<file path="config.mk">
export PLATFORM = sky130hd
export DESIGN_NAME = pkt_entrance
export DESIGN_NICKNAME = d
export VERILOG_FILES = /design/src/rtl/pkt_entrance_pkg.sv /design/src/rtl/pkt_entr_classify.sv /design/src/rtl/pkt_entr_fsm.sv /design/src/rtl/pkt_entr_occupy.sv /design/src/rtl/pkt_entr_outreg.sv /design/src/rtl/pkt_entrance.sv
export SDC_FILE = /design/constraint.sdc
export NUM_CORES = 1
export LEC_CHECK = 0
export ABC_AREA = 1
export ABC_CLOCK_PERIOD_IN_PS = 1200
export BUFFER_PORTS_ARGS = -buffer_cell sky130_fd_sc_hd__buf_2
export CAP_MARGIN = 20
export CORE_MARGIN = 2
export CORE_UTILIZATION = 30
export DETAILED_ROUTE_END_ITERATION = 10
export PLACE_DENSITY = 0.59
export SLEW_MARGIN = 0
export SYNTH_ARGS = -nofsm -noshare
export SYNTH_HDL_FRONTEND = slang
export SYNTH_SLANG_ARGS = --single-unit
</file>
<file path="constraint.sdc">
create_clock -name clk -period 1.2 [get_ports clk]
set_input_delay 0.18 -clock clk [delete_from_list [all_inputs] [get_ports clk]]
set_output_delay 0.18 -clock clk [all_outputs]
set_load 0.03 [all_outputs]
</file>
<file path="src/rtl/pkt_entrance_pkg.sv">
package pkt_entrance_pkg;
   typedef enum logic [2:0] {
      ST_HDR  = 3'd0,
      ST_WAIT = 3'd1,
      ST_MOVE = 3'd2,
      ST_LAST = 3'd3,
      ST_DROP = 3'd4
   } entr_state_t;

   localparam int unsigned CODE_END_OK  = 0;
   localparam int unsigned CODE_END_ERR = 1;
endpackage

</file>
<file path="src/rtl/pkt_entr_classify.sv">
module pkt_entr_classify #(
   parameter int unsigned DATA_W    = 8,
   parameter int unsigned NUM_PORTS = 4,
   parameter int unsigned PORT_W    = 2
) (
   input  logic [DATA_W:0]   ch,
   output logic              is_ctrl,
   output logic              is_end,
   output logic              hdr_ok,
   output logic [PORT_W-1:0] hdr_port
);
   import pkt_entrance_pkg::*;

   logic [DATA_W-1:0] word;

   assign word     = ch[DATA_W-1:0];
   assign is_ctrl  = ch[DATA_W];
   assign is_end   = ch[DATA_W] &&
                     ((word == DATA_W'(CODE_END_OK)) || (word == DATA_W'(CODE_END_ERR)));
   assign hdr_port = word[PORT_W-1:0];

   generate
      if (NUM_PORTS == (1 << DATA_W)) begin : g_full_range
         assign hdr_ok = !ch[DATA_W];
      end else begin : g_bounded
         assign hdr_ok = !ch[DATA_W] && (word < DATA_W'(NUM_PORTS));
      end
   endgenerate
endmodule

</file>
<file path="src/rtl/pkt_entr_fsm.sv">
module pkt_entr_fsm #(
   parameter int unsigned PORT_W = 2
) (
   input  logic              clk,
   input  logic              rst_n,
   input  logic              in_valid,
   input  logic              is_ctrl,
   input  logic              is_end,
   input  logic              hdr_ok,
   input  logic [PORT_W-1:0] hdr_port,
   input  logic              grant_n,
   output logic              in_ready,
   output logic              fwd,
   output logic              want,
   output logic              active,
   output logic [PORT_W-1:0] dest
);
   import pkt_entrance_pkg::*;

   entr_state_t st, st_nx;
   logic        load;

   always_comb begin
      st_nx    = st;
      in_ready = 1'b0;
      fwd      = 1'b0;
      load     = 1'b0;
      case (st)
         ST_HDR: begin
            in_ready = 1'b1;
            if (in_valid && !is_ctrl) begin
               if (hdr_ok) begin
                  st_nx = ST_WAIT;
                  load  = 1'b1;
               end else begin
                  st_nx = ST_DROP;
               end
            end
         end
         ST_WAIT: begin
            if (!grant_n) st_nx = ST_MOVE;
         end
         ST_MOVE: begin
            in_ready = !grant_n;
            if (in_valid && !grant_n) begin
               fwd = 1'b1;
               if (is_end) st_nx = ST_LAST;
            end
         end
         ST_LAST: begin
            st_nx = ST_HDR;
         end
         ST_DROP: begin
            in_ready = 1'b1;
            if (in_valid && is_end) st_nx = ST_HDR;
         end
         default: st_nx = ST_HDR;
      endcase
   end

   always_ff @(posedge clk or negedge rst_n) begin
      if (!rst_n) begin
         st   <= ST_HDR;
         dest <= '0;
      end else begin
         st <= st_nx;
         if (load) dest <= hdr_port;
      end
   end

   assign want   = (st == ST_WAIT) || (st == ST_MOVE) || (st == ST_LAST);
   assign active = (st == ST_MOVE) || (st == ST_LAST);
endmodule

</file>
<file path="src/rtl/pkt_entr_occupy.sv">
module pkt_entr_occupy #(
   parameter int unsigned NUM_PORTS = 4,
   parameter int unsigned PORT_W    = 2
) (
   input  logic                 active,
   input  logic [PORT_W-1:0]    dest,
   output logic [NUM_PORTS-1:0] occupied
);
   generate
      for (genvar p = 0; p < NUM_PORTS; p++) begin : g_port
         assign occupied[p] = active && (dest == PORT_W'(p));
      end
   endgenerate
endmodule

</file>
<file path="src/rtl/pkt_entr_outreg.sv">
module pkt_entr_outreg #(
   parameter int unsigned DATA_W = 8,
   parameter int unsigned PORT_W = 2
) (
   input  logic              clk,
   input  logic              rst_n,
   input  logic              fwd,
   input  logic [DATA_W:0]   ch,
   input  logic [PORT_W-1:0] dest,
   output logic              out_valid,
   output logic [DATA_W:0]   out_char,
   output logic [PORT_W-1:0] out_port
);
   always_ff @(posedge clk or negedge rst_n) begin
      if (!rst_n) begin
         out_valid <= 1'b0;
         out_char  <= '0;
         out_port  <= '0;
      end else begin
         out_valid <= fwd;
         if (fwd) begin
            out_char <= ch;
            out_port <= dest;
         end
      end
   end
endmodule

</file>
<file path="src/rtl/pkt_entrance.sv">
module pkt_entrance #(
   parameter int unsigned DATA_W    = 8,
   parameter int unsigned NUM_PORTS = 4,
   localparam int unsigned PORT_W   = (NUM_PORTS > 1) ? $clog2(NUM_PORTS) : 1
) (
   input  logic                 clk,
   input  logic                 rst_n,
   input  logic                 in_valid,
   input  logic [DATA_W:0]      in_char,
   output logic                 in_ready,
   output logic                 want,
   output logic [PORT_W-1:0]    want_port,
   input  logic                 grant_n,
   output logic [NUM_PORTS-1:0] occupied,
   output logic                 out_valid,
   output logic [DATA_W:0]      out_char,
   output logic [PORT_W-1:0]    out_port
);
   generate
      if (NUM_PORTS < 2) begin : g_chk_ports
         $error("pkt_entrance: NUM_PORTS must be at least 2");
      end
      if (DATA_W < PORT_W || NUM_PORTS > (1 << DATA_W)) begin : g_chk_width
         $error("pkt_entrance: DATA_W too narrow to address all ports");
      end
   endgenerate

   logic              is_ctrl, is_end, hdr_ok, fwd, active;
   logic [PORT_W-1:0] hdr_port, dest;

   pkt_entr_classify #(.DATA_W(DATA_W), .NUM_PORTS(NUM_PORTS), .PORT_W(PORT_W)) i_classify (
      .ch       (in_char),
      .is_ctrl  (is_ctrl),
      .is_end   (is_end),
      .hdr_ok   (hdr_ok),
      .hdr_port (hdr_port)
   );

   pkt_entr_fsm #(.PORT_W(PORT_W)) i_fsm (
      .clk      (clk),
      .rst_n    (rst_n),
      .in_valid (in_valid),
      .is_ctrl  (is_ctrl),
      .is_end   (is_end),
      .hdr_ok   (hdr_ok),
      .hdr_port (hdr_port),
      .grant_n  (grant_n),
      .in_ready (in_ready),
      .fwd      (fwd),
      .want     (want),
      .active   (active),
      .dest     (dest)
   );

   pkt_entr_occupy #(.NUM_PORTS(NUM_PORTS), .PORT_W(PORT_W)) i_occupy (
      .active   (active),
      .dest     (dest),
      .occupied (occupied)
   );

   pkt_entr_outreg #(.DATA_W(DATA_W), .PORT_W(PORT_W)) i_outreg (
      .clk       (clk),
      .rst_n     (rst_n),
      .fwd       (fwd),
      .ch        (in_char),
      .dest      (dest),
      .out_valid (out_valid),
      .out_char  (out_char),
      .out_port  (out_port)
   );

   assign want_port = dest;
endmodule

</file>
* Yosys cells after proc, flatten, opt, wreduce, memory -nomap -nowiden *
Cells that the tools add are included.

word-level totals
  flip-flop bits (word level) = 17
  latch bits = 0
  bits in writable memories = 0
  memory bits (read-only) = 0
  input port bits = 13
  output and inout bits = 20
  logic and storage cells = 52
  memories = 0

cells by class
  add/sub/neg operators = 0
  $mul = 0
  div/mod/pow operators = 0
  $lt $le $gt $ge = 1
  equal/unequal tests = 13
  shift-type cells = 0
  muxes and demuxes = 13
  bitwise logic cells = 0
  reductions and logical operators = 20

operator list
  operator                                              number
  two-way mux 3 bit                                     6
  one-hot mux 3 bit (4 select lines)                    1
  logical AND 1 bit                                     9
  equality test 8 x 1 -> 1 bit (second input constant)  1
  logical NOT 8 bit                                     1
  < comparator 8 x 3 -> 1 bit (second input constant)   1
  != test 2 x 1 -> 1 bit (second input constant)        4
  equality test 3 x 2 -> 1 bit (second input constant)  2
  two-way mux 1 bit                                     5
  AND reduction 5 bit                                   1
  equality test 2 bit (second input constant)           2
  logical OR 1 bit                                      4
  equality test 3 x 1 -> 1 bit (second input constant)  1
  equality test 3 bit (second input constant)           1
  logical NOT 3 bit                                     1
  equality test 2 x 1 -> 1 bit (second input constant)  1
  logical NOT 1 bit                                     2
  logical NOT 2 bit                                     1
  != test 2 bit (second input constant)                 1
  one-hot mux 1 bit (2 select lines)                    1
  OR reduction 2 bit                                    1

* Logic depth before layout (Yosys ltp) *
  depth after elaboration = 6
  mapped depth = 7
  depth with buffers taken out = 7

* By module *
A second synthesis with hierarchy kept.

second synthesis, totals
  cell total of the unflattened synthesis = 117
  area, all modules = 857.1 um^2

modules (own cells, without submodules)
  module             instances  cells each  area an instance (um^2)  seq. area each (um^2)
  pkt_entr_outreg    1          48          446.7                    300.3
  pkt_entr_fsm       1          48          317.8                    125.1
  pkt_entr_classify  1          13          62.6                     0.0
  pkt_entr_occupy    1          8           30.0                     0.0

* Worst setup path before layout *
Ideal clock, no wire load.

  path type = register to output
  from = register i_fsm.dest[0]
  to = output occupied[1]
  arrival time = 1,394 ps
  data required time = 1,020 ps
  setup slack = -374 ps
  stages on the path, launching flop included = 3
  buffers on the path = 0
  cells stage by stage = dfrtp_1 > inv_1 > nor3_1

between the ends
  cells in the longest elaborated chain, start to end = 2

ends and longest elaborated chain
  element                       RTL line               RTL
  start: declaration            pkt_entr_fsm.sv:16     output logic [PORT_W-1:0] dest
  start signal: assignment      pkt_entr_fsm.sv:67     if (load) dest <= hdr_port;
  equality test 2 x 1 -> 1 bit  pkt_entr_occupy.sv:11  assign occupied[p] = active && (dest == PORT_W'(p));
  logical AND 1 bit             pkt_entr_occupy.sv:11
  end: declaration              pkt_entrance.sv:14     output logic [NUM_PORTS-1:0] occupied,

Every way passes these cells.

* Final worst setup path *
  from = register i_fsm.st[2]
  to = output in_ready

between the ends
  cells in the longest elaborated chain, start to end = 3
  elaborated cells between the ends (all ways) = 5
  those cells by class = eq/ne: 2; mux: 1; reduce/logical: 2

ends and longest elaborated chain
  element                                                          RTL line            RTL
  start: declaration                                               pkt_entr_fsm.sv:20  entr_state_t st, st_nx;
  start signal: assignment                                         pkt_entr_fsm.sv:66  st <= st_nx;
  equality test 3 bit / logical NOT 3 bit (equally long branches)  pkt_entr_fsm.sv:28  case (st)
  OR reduction 2 bit (no line)                                     -
  one-hot mux 1 bit (2 select lines) (*)                           pkt_entr_fsm.sv:28
  end: declaration                                                 pkt_entrance.sv:10  output logic in_ready,

Every way passes the cells marked *; elsewhere a longest branch is shown, timed or not.

==> summary.md <==
| Metric | Value |
|---|---|
| CTS tree | `yes` |
| ANT cells | `0` |
| # H-tree levels | `1` |
| Number of port buffers | `32` |
| Routability cong. | `0.7860` |
| CORE AREA | `2686 sq um` |
| Seq cells post-synth | `17` |
| Hold path start | `in_char[2]` |
| Worst Hold Class | `in2reg` |
| Worst R2R End | `i_outreg.out_char[5]` |
| Lkg Pwr | `0.6996 nW` |
| Largest net degree at the start of global routing | `18` |
| Layout Nets | `167` |
| Post-route core utilization | `48.16%` |
| Vias in the first global route | `835` |
| DRT Wirelength | `2123 um` |
| Most frequent cells in the layout | `buf_2, nand2_1, nand2_2, buf_4, dfrtp_1` |
| WHS Endpoint | `i_outreg.out_char[2]` |
| Max Cap Viol | `0` |
| Vias/cell | `4.549` |
| Clk buf depth | `2` |
| Die W | `56.43 um` |
| 1st-iter DRT viols | `19` |
| CP Max Fanout | `4` |
| WL/cell | `11.54 um` |
| Failing checks | `setup timing` |
| CTS root buf | `clkbuf_4` |
| Fraction of layout cells with a size suffix above 1 | `56.21%` |
| Worst slew pin tran | `383.0 ps` |
| Clk_lat worst skew | `270 ps` |
| Antenna violations before repair | `0` |
| Rel. slew slack | `74.47%` |
| Synthesized cell area | `824.5 sq um` |
| Tmin final | `1456 ps` |
| Initial Utilization | `30.69%` |
| Number of fill cells | `283` |
| Residual DRC | `0` |
| Max-slew violations | `0` |
| Yosys top cell area share | `51.59%` |
| RSZ-0062 raised after global routing | `yes` |
| DR pass1 iterations | `4` |
| Routed via count | `837` |
| Post-DP HPWL | `1508 um` |
| Commonest non-fill, non-tap cell in the layout | `buf_2` |
| Clock-pin slew on the worst setup and hold paths | `90 ps` |
| ANT nets after route | `0` |
| Final setup fails | `23` |
| CTS Buf Count | `3` |
| Reg2Reg Depth | `9` |
| Reg2Reg Setup Slack | `-250 ps` |
| PnR worst setup slack | `-255.6 ps` |
| Clock sinks | `17` |
| Post-synthesis sequential area ratio | `51.59%` |
| R2r startpoint | `i_fsm.st[2]` |
| Yosys warns | `0` |
| Die ar. | `3184 sq um` |
| Startpoint Class | `register` |
| Top cells by area, synth | `dfrtp_1, nand2_1, o21ai_2, nand3_1, inv_1` |
| Syn nets | `117` |
| P per Cell Area | `2293 nW/um^2` |
| Final Hold Fails | `0` |
| Outcome | `finished, violations left` |
| Mapped Cells | `104` |
| Synthesis-to-layout area growth | `56.90%` |
| WP data required | `1020 ps` |
| Clock Skew | `1.928 ps` |
| Fin crit share | `121.3%` |
| GR Overflow Total | `0` |
| Max Fclk | `687.0 MHz` |
| Num ports | `33` |
| Peak supply drop | `1114 uV` |
| Data arrival, critical path | `1280 ps` |
| FP Rows | `19` |
| Post-synthesis average cell area | `7.928 sq um` |
| Hold depth | `3` |
| Worst Setup End Kind | `output pin` |
| GRT Overall Usage | `14.27%` |
| Die Y | `56.43 um` |
| DP Worst Slack | `-84.35 ps` |
| Critical path class | `reg2out` |
| Global-route wire length before repair | `3608 um` |
| Post-synthesis cell type count | `14` |
| Synth area leader | `dfrtp_1` |
-- worst max-delay path by stage --
stage                   from              endpoint  slack [ps]
2_1_floorplan  i_fsm.dest[0]           occupied[1]         -70
3_3_place_gp     i_fsm.st[0]         i_fsm.dest[0]         -50
3_5_place_dp     i_fsm.st[2]  i_outreg.out_char[3]         -80
4_1_cts          i_fsm.st[2]              in_ready        -240
5_1_grt          i_fsm.st[2]              in_ready        -330
6_report         i_fsm.st[2]              in_ready        -260
-- critical path: stages, from the launching register on --
cell and delay, ps:
dfrtp_1 410, inv_2 120, nand3_4 70, buf_4 130
o21ai_2 120, buf_6 140
-- power by group --
part	switching, mW	internal, mW
Clock	0.161	0.129
Sequential	0.143	0.766
Combinational	1.09	0.682
-- routing by layer --
layer  track usage (%)  up-vias  part of all wire, %
met4             4.082        0                    0
met5                 0        -                    0
met2             24.25       16                   51
li1                  -      428                    -
met1             18.17      393                   44
met3             2.995        0                  4.1
-- state kept, by name (all words and copies together), names as in the netlist --
register and cells:
i_outreg.out_port 2, i_fsm.st 3, i_outreg.out_valid 1, i_outreg.out_char 9, i_fsm.dest 2
-- timing repair --
item / CTS / global route
gates resized for setup: 25 / 15
hold buffers: 1 / 0
endpoints found under the setup margin: 22 / 23
endpoints found under the hold margin: 17 / 0
setup buffers: 2 / 3
pin swaps: 4 / 7
gates cloned: 2 / 0
-- cell usage after synthesis (all sizes together) --
| cell type | n |
|---|---|
| nor3 | 4 |
| nand2 | 39 |
| inv | 12 |
| dfrtp | 17 |
| buf | 1 |
| o21ai | 10 |
| nor2 | 11 |
| a21oi | 1 |
| nand3 | 9 |
-- cell families (layout without fill, tap and decap cells) --
logic type	count (synthesis)	after routing	synth area share, %
AOI/OAI and AO/OA	11	11	9.408
buffers and inverters	13	60	6.829
DFF	17	17	51.59
and+or+nand+nor	63	65	32.17
-- metrics by stage --
| step | area [sq um] | hold slack (ps) | cells | setup TNS, ps | total power [mW] |
|---|---|---|---|---|---|
| after global routing | 1294 | 98.60 | 184 | -6275 | 3.185 |
| after detailed placement | 1090 | 124.8 | 172 | -839.3 | 2.330 |
| after global placement | 1090 | 120.1 | 172 | -245.2 | 2.300 |
| after floorplan | 857.1 | -115.6 | 104 | -132.0 | 1.842 |
| after CTS | 1237 | 99.21 | 181 | -2256 | 2.880 |
| final | 1294 | 114.6 | 184 | -4534 | 2.967 |
-- final cells by class --
cell class	instances	area, sq um	share of cell area (%)
Clock buffer	4	26.28	2.031
Sequential cell	17	429.2	33.17
Timing Repair Buffer	44	275.3	21.28
Inverter	12	50.05	3.868
Tap cell	31	38.79	2.998
Multi-Input combinational cell	76	474.2	36.65
(Power assumes the default switching activity.)
